`config.mk`:
```
export PLATFORM = sky130hd
export DESIGN_NAME = psram_async_ctrl
export DESIGN_NICKNAME = d
export VERILOG_FILES = /design/src/rtl/psram_async_ctrl.sv
export SDC_FILE = /design/constraint.sdc
export NUM_CORES = 1
export LEC_CHECK = 0
export BUFFER_PORTS_ARGS = -buffer_cell sky130_fd_sc_hd__clkbuf_2
export CAP_MARGIN = 5
export CELL_PAD_IN_SITES_DETAIL_PLACEMENT = 0
export CELL_PAD_IN_SITES_GLOBAL_PLACEMENT = 1
export CORE_UTILIZATION = 41
export CTS_BUF_LIST = sky130_fd_sc_hd__clkbuf_16
export CTS_CLUSTER_DIAMETER = 100
export DETAILED_ROUTE_END_ITERATION = 8
export PLACE_DENSITY = 0.85
export SYNTH_ARGS = -nofsm -noshare
export SYNTH_HDL_FRONTEND = slang
export SYNTH_SLANG_ARGS = --single-unit
```
`constraint.sdc`:
```
create_clock -name clk -period 5.6 [get_ports clk]
set_input_delay 1.68 -clock clk [delete_from_list [all_inputs] [get_ports clk]]
set_output_delay 1.68 -clock clk [all_outputs]
set_load 0.01 [all_outputs]
```
`src/rtl/psram_async_ctrl.sv`:
```
module psram_async_ctrl #(
  parameter int ADDR_W     = 22,
  parameter int DATA_W     = 16,
  parameter int CLK_NS     = 5,
  parameter int SPEED_NS   = 70,
  parameter int INIT_NS    = 150000,
  parameter int WE_MAX_CYC = 64
) (
  input  logic              clk,
  input  logic              rst_n,
  input  logic              req,
  output logic              ready,
  input  logic              we,
  input  logic [1:0]        be,
  input  logic [ADDR_W-1:0] addr,
  input  logic [DATA_W-1:0] wdata,
  output logic [DATA_W-1:0] rdata,
  output logic              done,
  output logic [ADDR_W-1:0] mem_addr,
  output logic              mem_ce_n,
  output logic              mem_oe_n,
  output logic              mem_we_n,
  output logic              mem_lb_n,
  output logic              mem_ub_n,
  output logic [DATA_W-1:0] mem_dq_out,
  output logic              mem_dq_oe,
  input  logic [DATA_W-1:0] mem_dq_in
);
  localparam int ACC_CYC  = (SPEED_NS + CLK_NS - 1) / CLK_NS;
  localparam int WR_CYC   = (ACC_CYC > WE_MAX_CYC) ? WE_MAX_CYC : ACC_CYC;
  localparam int INIT_CYC = (INIT_NS + CLK_NS - 1) / CLK_NS;
  localparam int CNT_MAX  = (INIT_CYC > ACC_CYC) ? INIT_CYC : ACC_CYC;
  localparam int CNT_W    = $clog2(CNT_MAX + 1);

  typedef enum logic [2:0] {S_INIT, S_IDLE, S_SETUP, S_STRB, S_HOLD} st_t;

  st_t               st;
  logic [CNT_W-1:0]  cnt;
  logic [ADDR_W-1:0] op_addr;
  logic [DATA_W-1:0] op_wdata;
  logic              op_we;
  logic [1:0]        op_be;
  logic              strb;

  assign ready      = (st == S_IDLE) && !done;
  assign strb       = (st == S_STRB);
  assign mem_addr   = op_addr;
  assign mem_dq_out = op_wdata;
  assign mem_ce_n   = !strb;
  assign mem_we_n   = !(strb && op_we);
  assign mem_oe_n   = !(strb && !op_we);
  assign mem_lb_n   = !(strb && op_be[0]);
  assign mem_ub_n   = !(strb && op_be[1]);
  assign mem_dq_oe  = op_we && (st == S_SETUP || st == S_STRB || st == S_HOLD);

  always_ff @(posedge clk or negedge rst_n) begin
    if (!rst_n) begin
      st       <= S_INIT;
      cnt      <= CNT_W'(INIT_CYC - 1);
      done     <= 1'b0;
      rdata    <= '0;
      op_addr  <= '0;
      op_wdata <= '0;
      op_we    <= 1'b0;
      op_be    <= 2'b00;
    end else begin
      done <= 1'b0;
      case (st)
        S_INIT:
          if (cnt == '0) st <= S_IDLE;
          else cnt <= cnt - 1'b1;
        S_IDLE:
          if (req && ready) begin
            op_addr  <= addr;
            op_wdata <= wdata;
            op_we    <= we;
            op_be    <= be;
            if (be == 2'b00) done <= 1'b1;
            else st <= S_SETUP;
          end
        S_SETUP: begin
          st  <= S_STRB;
          cnt <= op_we ? CNT_W'(WR_CYC - 1) : CNT_W'(ACC_CYC - 1);
        end
        S_STRB:
          if (cnt == '0) begin
            st   <= S_HOLD;
            done <= 1'b1;
            if (!op_we) rdata <= mem_dq_in;
          end else begin
            cnt <= cnt - 1'b1;
          end
        S_HOLD: st <= S_IDLE;
        default: st <= S_INIT;
      endcase
    end
  end
endmodule

```
# Word level (Yosys, flattened, before mapping)
# Cells that the tools add are included.
[word_totals]
reg_bits = 76
output_inout_bits = 62
word_cells = 55
[op_classes]
addsub = 1
n_eq_ne = 9
muxes = 11
bitwise_logic = 1
reduce_logical = 25
[op_table]
columns = ["cell", "count"]
rows = [
  ["$pmux W15 S2", 1],
  ["$logic_not A15 Y1", 1],
  ["$mux W15", 1],
  ["$pmux W3 S5", 1],
  ["$sub A15 B1 Y15 const B", 1],
  ["$mux W3", 4],
  ["$logic_and A1 B1 Y1", 7],
  ["$logic_not A1 Y1", 7],
  ["$eq A3 B2 Y1 const B", 2],
  ["$ne A2 B2 Y1 const B", 3],
  ["$ne A2 B1 Y1 const B", 2],
  ["$reduce_and A2 Y1", 2],
  ["$reduce_and A4 Y1", 1],
  ["$eq A3 B1 Y1 const B", 1],
  ["$eq A3 B3 Y1 const B", 1],
  ["$logic_not A3 Y1", 1],
  ["$mux W1", 3],
  ["$reduce_and A3 Y1", 1],
  ["$logic_not A2 Y1", 1],
  ["$logic_or A1 B1 Y1", 2],
  ["$pmux W1 S2", 1],
  ["$reduce_bool A2 Y1", 1],
  ["$reduce_or A2 Y1", 1],
  ["$not A1 Y1", 1],
]

# Longest topological paths before layout
[depth]
ltp_word = 5
depth_mapped = 7

# Worst setup path after synthesis
# Ideal clock, no wire load.
[synth_timing]
kind = "register to output"
startpoint = "register st[2]"
endpoint = "output port ready"
arrival_ns = 1.162
t_required_ns = 3.920
setup_slack_ns = 2.758
stages_incl_launch_ff = 3
path_buffers = 1
cell_sequence = "dfrtp_1 -> buf_6 -> nor4b_1"
[synth_via]
elab_chain_len = 2
[synth_rtl]
columns = ["element", "line", "rtl"]
rows = [
  ["from (decl)", "37", "st_t st;"],
  ["from (signal assigned)", "58", "st <= S_INIT;"],
  ["from (signal assigned)", "70", "if (cnt == '0) st <= S_IDLE;"],
  ["from (signal assigned)", "79", "else st <= S_SETUP;"],
  ["$eq A3 B1 Y1", "45", "assign ready = (st == S_IDLE) && !done;"],
  ["$logic_and A1 B1 Y1", "45", ""],
  ["to (decl)", "12", "output logic ready,"],
]
# No other way between the ends.

# Worst setup path after layout
[layout_timing]
startpoint = "register st[0]"
endpoint = "output port ready"
# The elaborated chain is that of the path after synthesis.

==> results.sh <==
export IMPL_status="finished, final reports clean"
export IMPL_gp_congestion=0.820
export IMPL_start_util_pct=42.5
export IMPL_syn_area_mm2=0.00328
export IMPL_synth_top_flop_cell="dfrtp_1"
export IMPL_reg2reg_depth=3
export IMPL_synth_compound_area_share_pct=4.65
export IMPL_synthAdderAreaFrac_pct=0.381
export IMPL_wl_mm=6.85
export IMPL_seqPwrFrac_pct=38.9
export IMPL_startpoint="st[0]$_DFFE_PN0P_"
export IMPL_grt_usage_pct=17.6
export IMPL_grt_max_degree=77
export IMPL_switching_share_pct=34.4
export IMPL_switchingPower_mw=0.898
export IMPL_timing_rr_start="st[0]$_DFFE_PN0P_"
export IMPL_io_buffers=121
export IMPL_cp_slowest_cell="nor4b_1"
export IMPL_period_needed_ns=3.48
export IMPL_postLayoutCoreUtil_pct=55.1
export IMPL_path_clk_slew_ns=0.06
export IMPL_worst_ep_arrival_time_ns=1.80
export IMPL_async_reset_ff_share_pct=100
export IMPL_die_h_um=91.5
export IMPL_tns_ns=0
export IMPL_crit_end="ready"
export IMPL_cp_end_kind="primary output"
export IMPL_yosysUniqueCellTypes=46
export IMPL_cts_hold_fix_buffers=0
export IMPL_pwr_share_comb_pct=38.0
export IMPL_ioPinCount=122
export IMPL_synth_top_family_by_area="multiplexers"
export IMPL_cp_data_required_time_ns=3.92
export IMPL_critical_path_cell_chain="nor4b_1, clkbuf_2"
export IMPL_place_hpwl_mm=4.98
export IMPL_p_leak_nw=2.04
export IMPL_core_area_mm2=0.00773
export IMPL_rsz0062_at_grt="false"
export IMPL_die_w_um=91.5
export IMPL_drt_first_pass_iters=4
export IMPL_grt_busiest_layer="met2"
export IMPL_final_layout_size_suffix_gt1_share_pct=56.8
export IMPL_global_route_usage_met1_pct=23.2
export IMPL_maxSlewHeadroom_pct=35.8
export IMPL_use_met3_pct=4.19
export IMPL_synth_mux_area_share_pct=22.0
export IMPL_ys_seq_area_share_pct=58.3
export IMPL_max_clock_path_buffers=2
export IMPL_slew_viol_final=0
export IMPL_p_per_area_mw_per_mm2=612
export IMPL_postRouteAntennaNets=0
export IMPL_clkPwrFrac_pct=23.1
export IMPL_worstSetupPathType="reg2out"
export IMPL_antenna_found_initial=0
export IMPL_row_count=32
export IMPL_path_max_fanout=10
export IMPL_ys_ff_latch=76
export IMPL_clk_latency_ns=0.32
export IMPL_cts_max_level=3
export IMPL_synth_xor_area_share_pct=0.534
export IMPL_synth_top_area_cell="dfrtp_1"
export IMPL_fin_skew_ns=0.00591
export IMPL_drt_initial_drc_count=121
export IMPL_drc=0
export IMPL_cts_tree="built"
export IMPL_finalPower_mw=2.61
export IMPL_rrSetupSlack_ns=2.99
export IMPL_peakVddDrop_uv=293
export IMPL_fin_crit_sh_pct=62.1
export IMPL_cts_buffers=9
export IMPL_synth_edf_count=0
export IMPL_routed_via_density=5.06
export IMPL_hp_class="reg2reg"
export IMPL_syn2layout_area_growth_pct=29.6
export IMPL_syn_nets=302
export IMPL_critPathMaxStageDelay_ns=0.68
export IMPL_cts_sinks=76
export IMPL_hold_viol=0
export IMPL_synthTopCellsByArea="dfrtp_1, mux2_2, dfstp_2"
export IMPL_ys_warnings_count=0
export IMPL_synthCells=241
export IMPL_via_count=2387
export IMPL_final_net_count=426
export IMPL_synth_top_area_share_pct=50.3
export IMPL_num_antenna_cells=0
export IMPL_synth_simple_area_share_pct=10.9
export IMPL_routedWlPerCell_um=14.5
export IMPL_die_area_mm2=0.00837
export IMPL_grt_pass1_wl_mm=11.6
export IMPL_drv_cap=0
export IMPL_worst_r2r_endpoint="mem_dq_out[0]$_DFFE_PN0P_"
export IMPL_fmax_ghz=0.288
export IMPL_cts_setup_buffers=0
export IMPL_grt_pass1_vias=2419
export IMPL_clock_root_buffer="clkbuf_16"
export IMPL_setup_violations=0
export IMPL_avgSynthCellArea_um2=13.6
export IMPL_critPathLaunchType="flip-flop"
export IMPL_use_met2_pct=27.6
export IMPL_worst_pin_slew_ns=0.959
export IMPL_grt_overflow=0
export IMPL_internal_power_mw=1.71
export IMPL_cts_resized=0
## worst min-delay path by stage
stage | startpoint | end | cells after the start
CTS | cnt[14]$_DFFE_PN1P_ | cnt[14]$_DFFE_PN1P_ | 1
global placement | cnt[14]$_DFFE_PN1P_ | cnt[14]$_DFFE_PN1P_ | 1
floorplan | cnt[14]$_DFFE_PN1P_ | cnt[14]$_DFFE_PN1P_ | 1
detailed placement | cnt[14]$_DFFE_PN1P_ | cnt[14]$_DFFE_PN1P_ | 1
global route | cnt[14]$_DFFE_PN1P_ | cnt[14]$_DFFE_PN1P_ | 1
finish | cnt[14]$_DFFE_PN1P_ | cnt[14]$_DFFE_PN1P_ | 1
## sequential cells by signal (all words and copies together) (netlist names)
register    count
op_be           2
done            1
rdata          16
mem_addr       22
st              3
op_we           1
cnt            15
mem_dq_out     16
## power groups by stage
stage / combinational [mW] / clock [mW] / sequential (mW)
2_1_floorplan: 0.573 / 0 / 1.08
5_1_grt: 1.08 / 0.646 / 1.05
3_3_place_gp: 0.974 / 0 / 1.01
4_1_cts: 1.00 / 0.619 / 1.01
3_5_place_dp: 1.00 / 0 / 1.02
6_report: 0.990 / 0.603 / 1.01
## critical path: cells and delay by family, from the launching register on
family	cells	cell delay (ns)
buf+inv	1	0.26
simple gates	1	0.68
flops	1	0.54
## layer usage
| metal | vias up | routed length, um |
|---|---|---|
| met1 | 1174 | 2880 |
| met2 | 70 | 3500 |
| met3 | 13 | 335 |
| met5 | - | 0 |
| li1 | 1130 | - |
| met4 | 0 | 131 |
## logic make-up after synthesis
logic type	after synthesis
buffers and inverters	15
XOR/XNOR	2
AND/OR/NAND/NOR	59
multiplexers	65
AO/OA/AOI/OAI	23
adder cells (fa/ha/maj)	1
flip-flops	76
## placed cells by master, fill, tap and decap left out, types with 2 or more instances in the layout
| cell | n |
|---|---|
| clkinvlp_4 | 2 |
| dfstp_2 | 10 |
| nor2_1 | 8 |
| or3_1 | 2 |
| o21ai_0 | 3 |
| nand4b_1 | 2 |
| mux2i_1 | 8 |
| nor4_1 | 3 |
| a21oi_1 | 7 |
| bufinv_16 | 2 |
| dfrtp_1 | 66 |
| nor4b_1 | 2 |
| nand3_1 | 4 |
| or4_1 | 4 |
| mux2_2 | 57 |
| clkbuf_16 | 9 |
| a211oi_1 | 2 |
| inv_1 | 7 |
| nand2_1 | 11 |
| clkbuf_2 | 120 |
| a31oi_1 | 2 |
| nand4_1 | 5 |
| nor3_1 | 7 |
## metrics by stage
step	setup slack (ns)	hold WS (ns)	instance area (um^2)	instances
after detailed placement	2.41	0.486	3940	456
after CTS	2.07	0.497	4260	472
after global routing	2.01	0.520	4260	472
final	2.12	0.493	4260	472
after floorplan	2.76	0.462	3280	241
after global placement	2.48	0.468	3940	456
## final cells by class
class                      count  area, um^2
fill                         683        3470
inverter                       7        26.3
multi-input combinational    150        1260
timing repair buffer         121         608
clock buffer                   9         225
clock inverter                 7        91.3
sequential                    76        1910
tap                          102         128
## cells in the mapped netlist, types with 2 or more instances
cell      instances
nor3_1            7
nand3_1           4
buf_6             6
dfrtp_1          66
nor4b_1           2
inv_1             6
mux2i_1           8
nand2_1          11
o21ai_0           3
a21oi_1           7
nor2_1            8
dfstp_2          10
or3_1             2
or4_1             4
nor4_1            3
a31oi_1           2
nand4_1           5
a211oi_1          2
mux2_2           57
nand4b_1          2
Note: power is estimated with default switching activity, not from simulation.
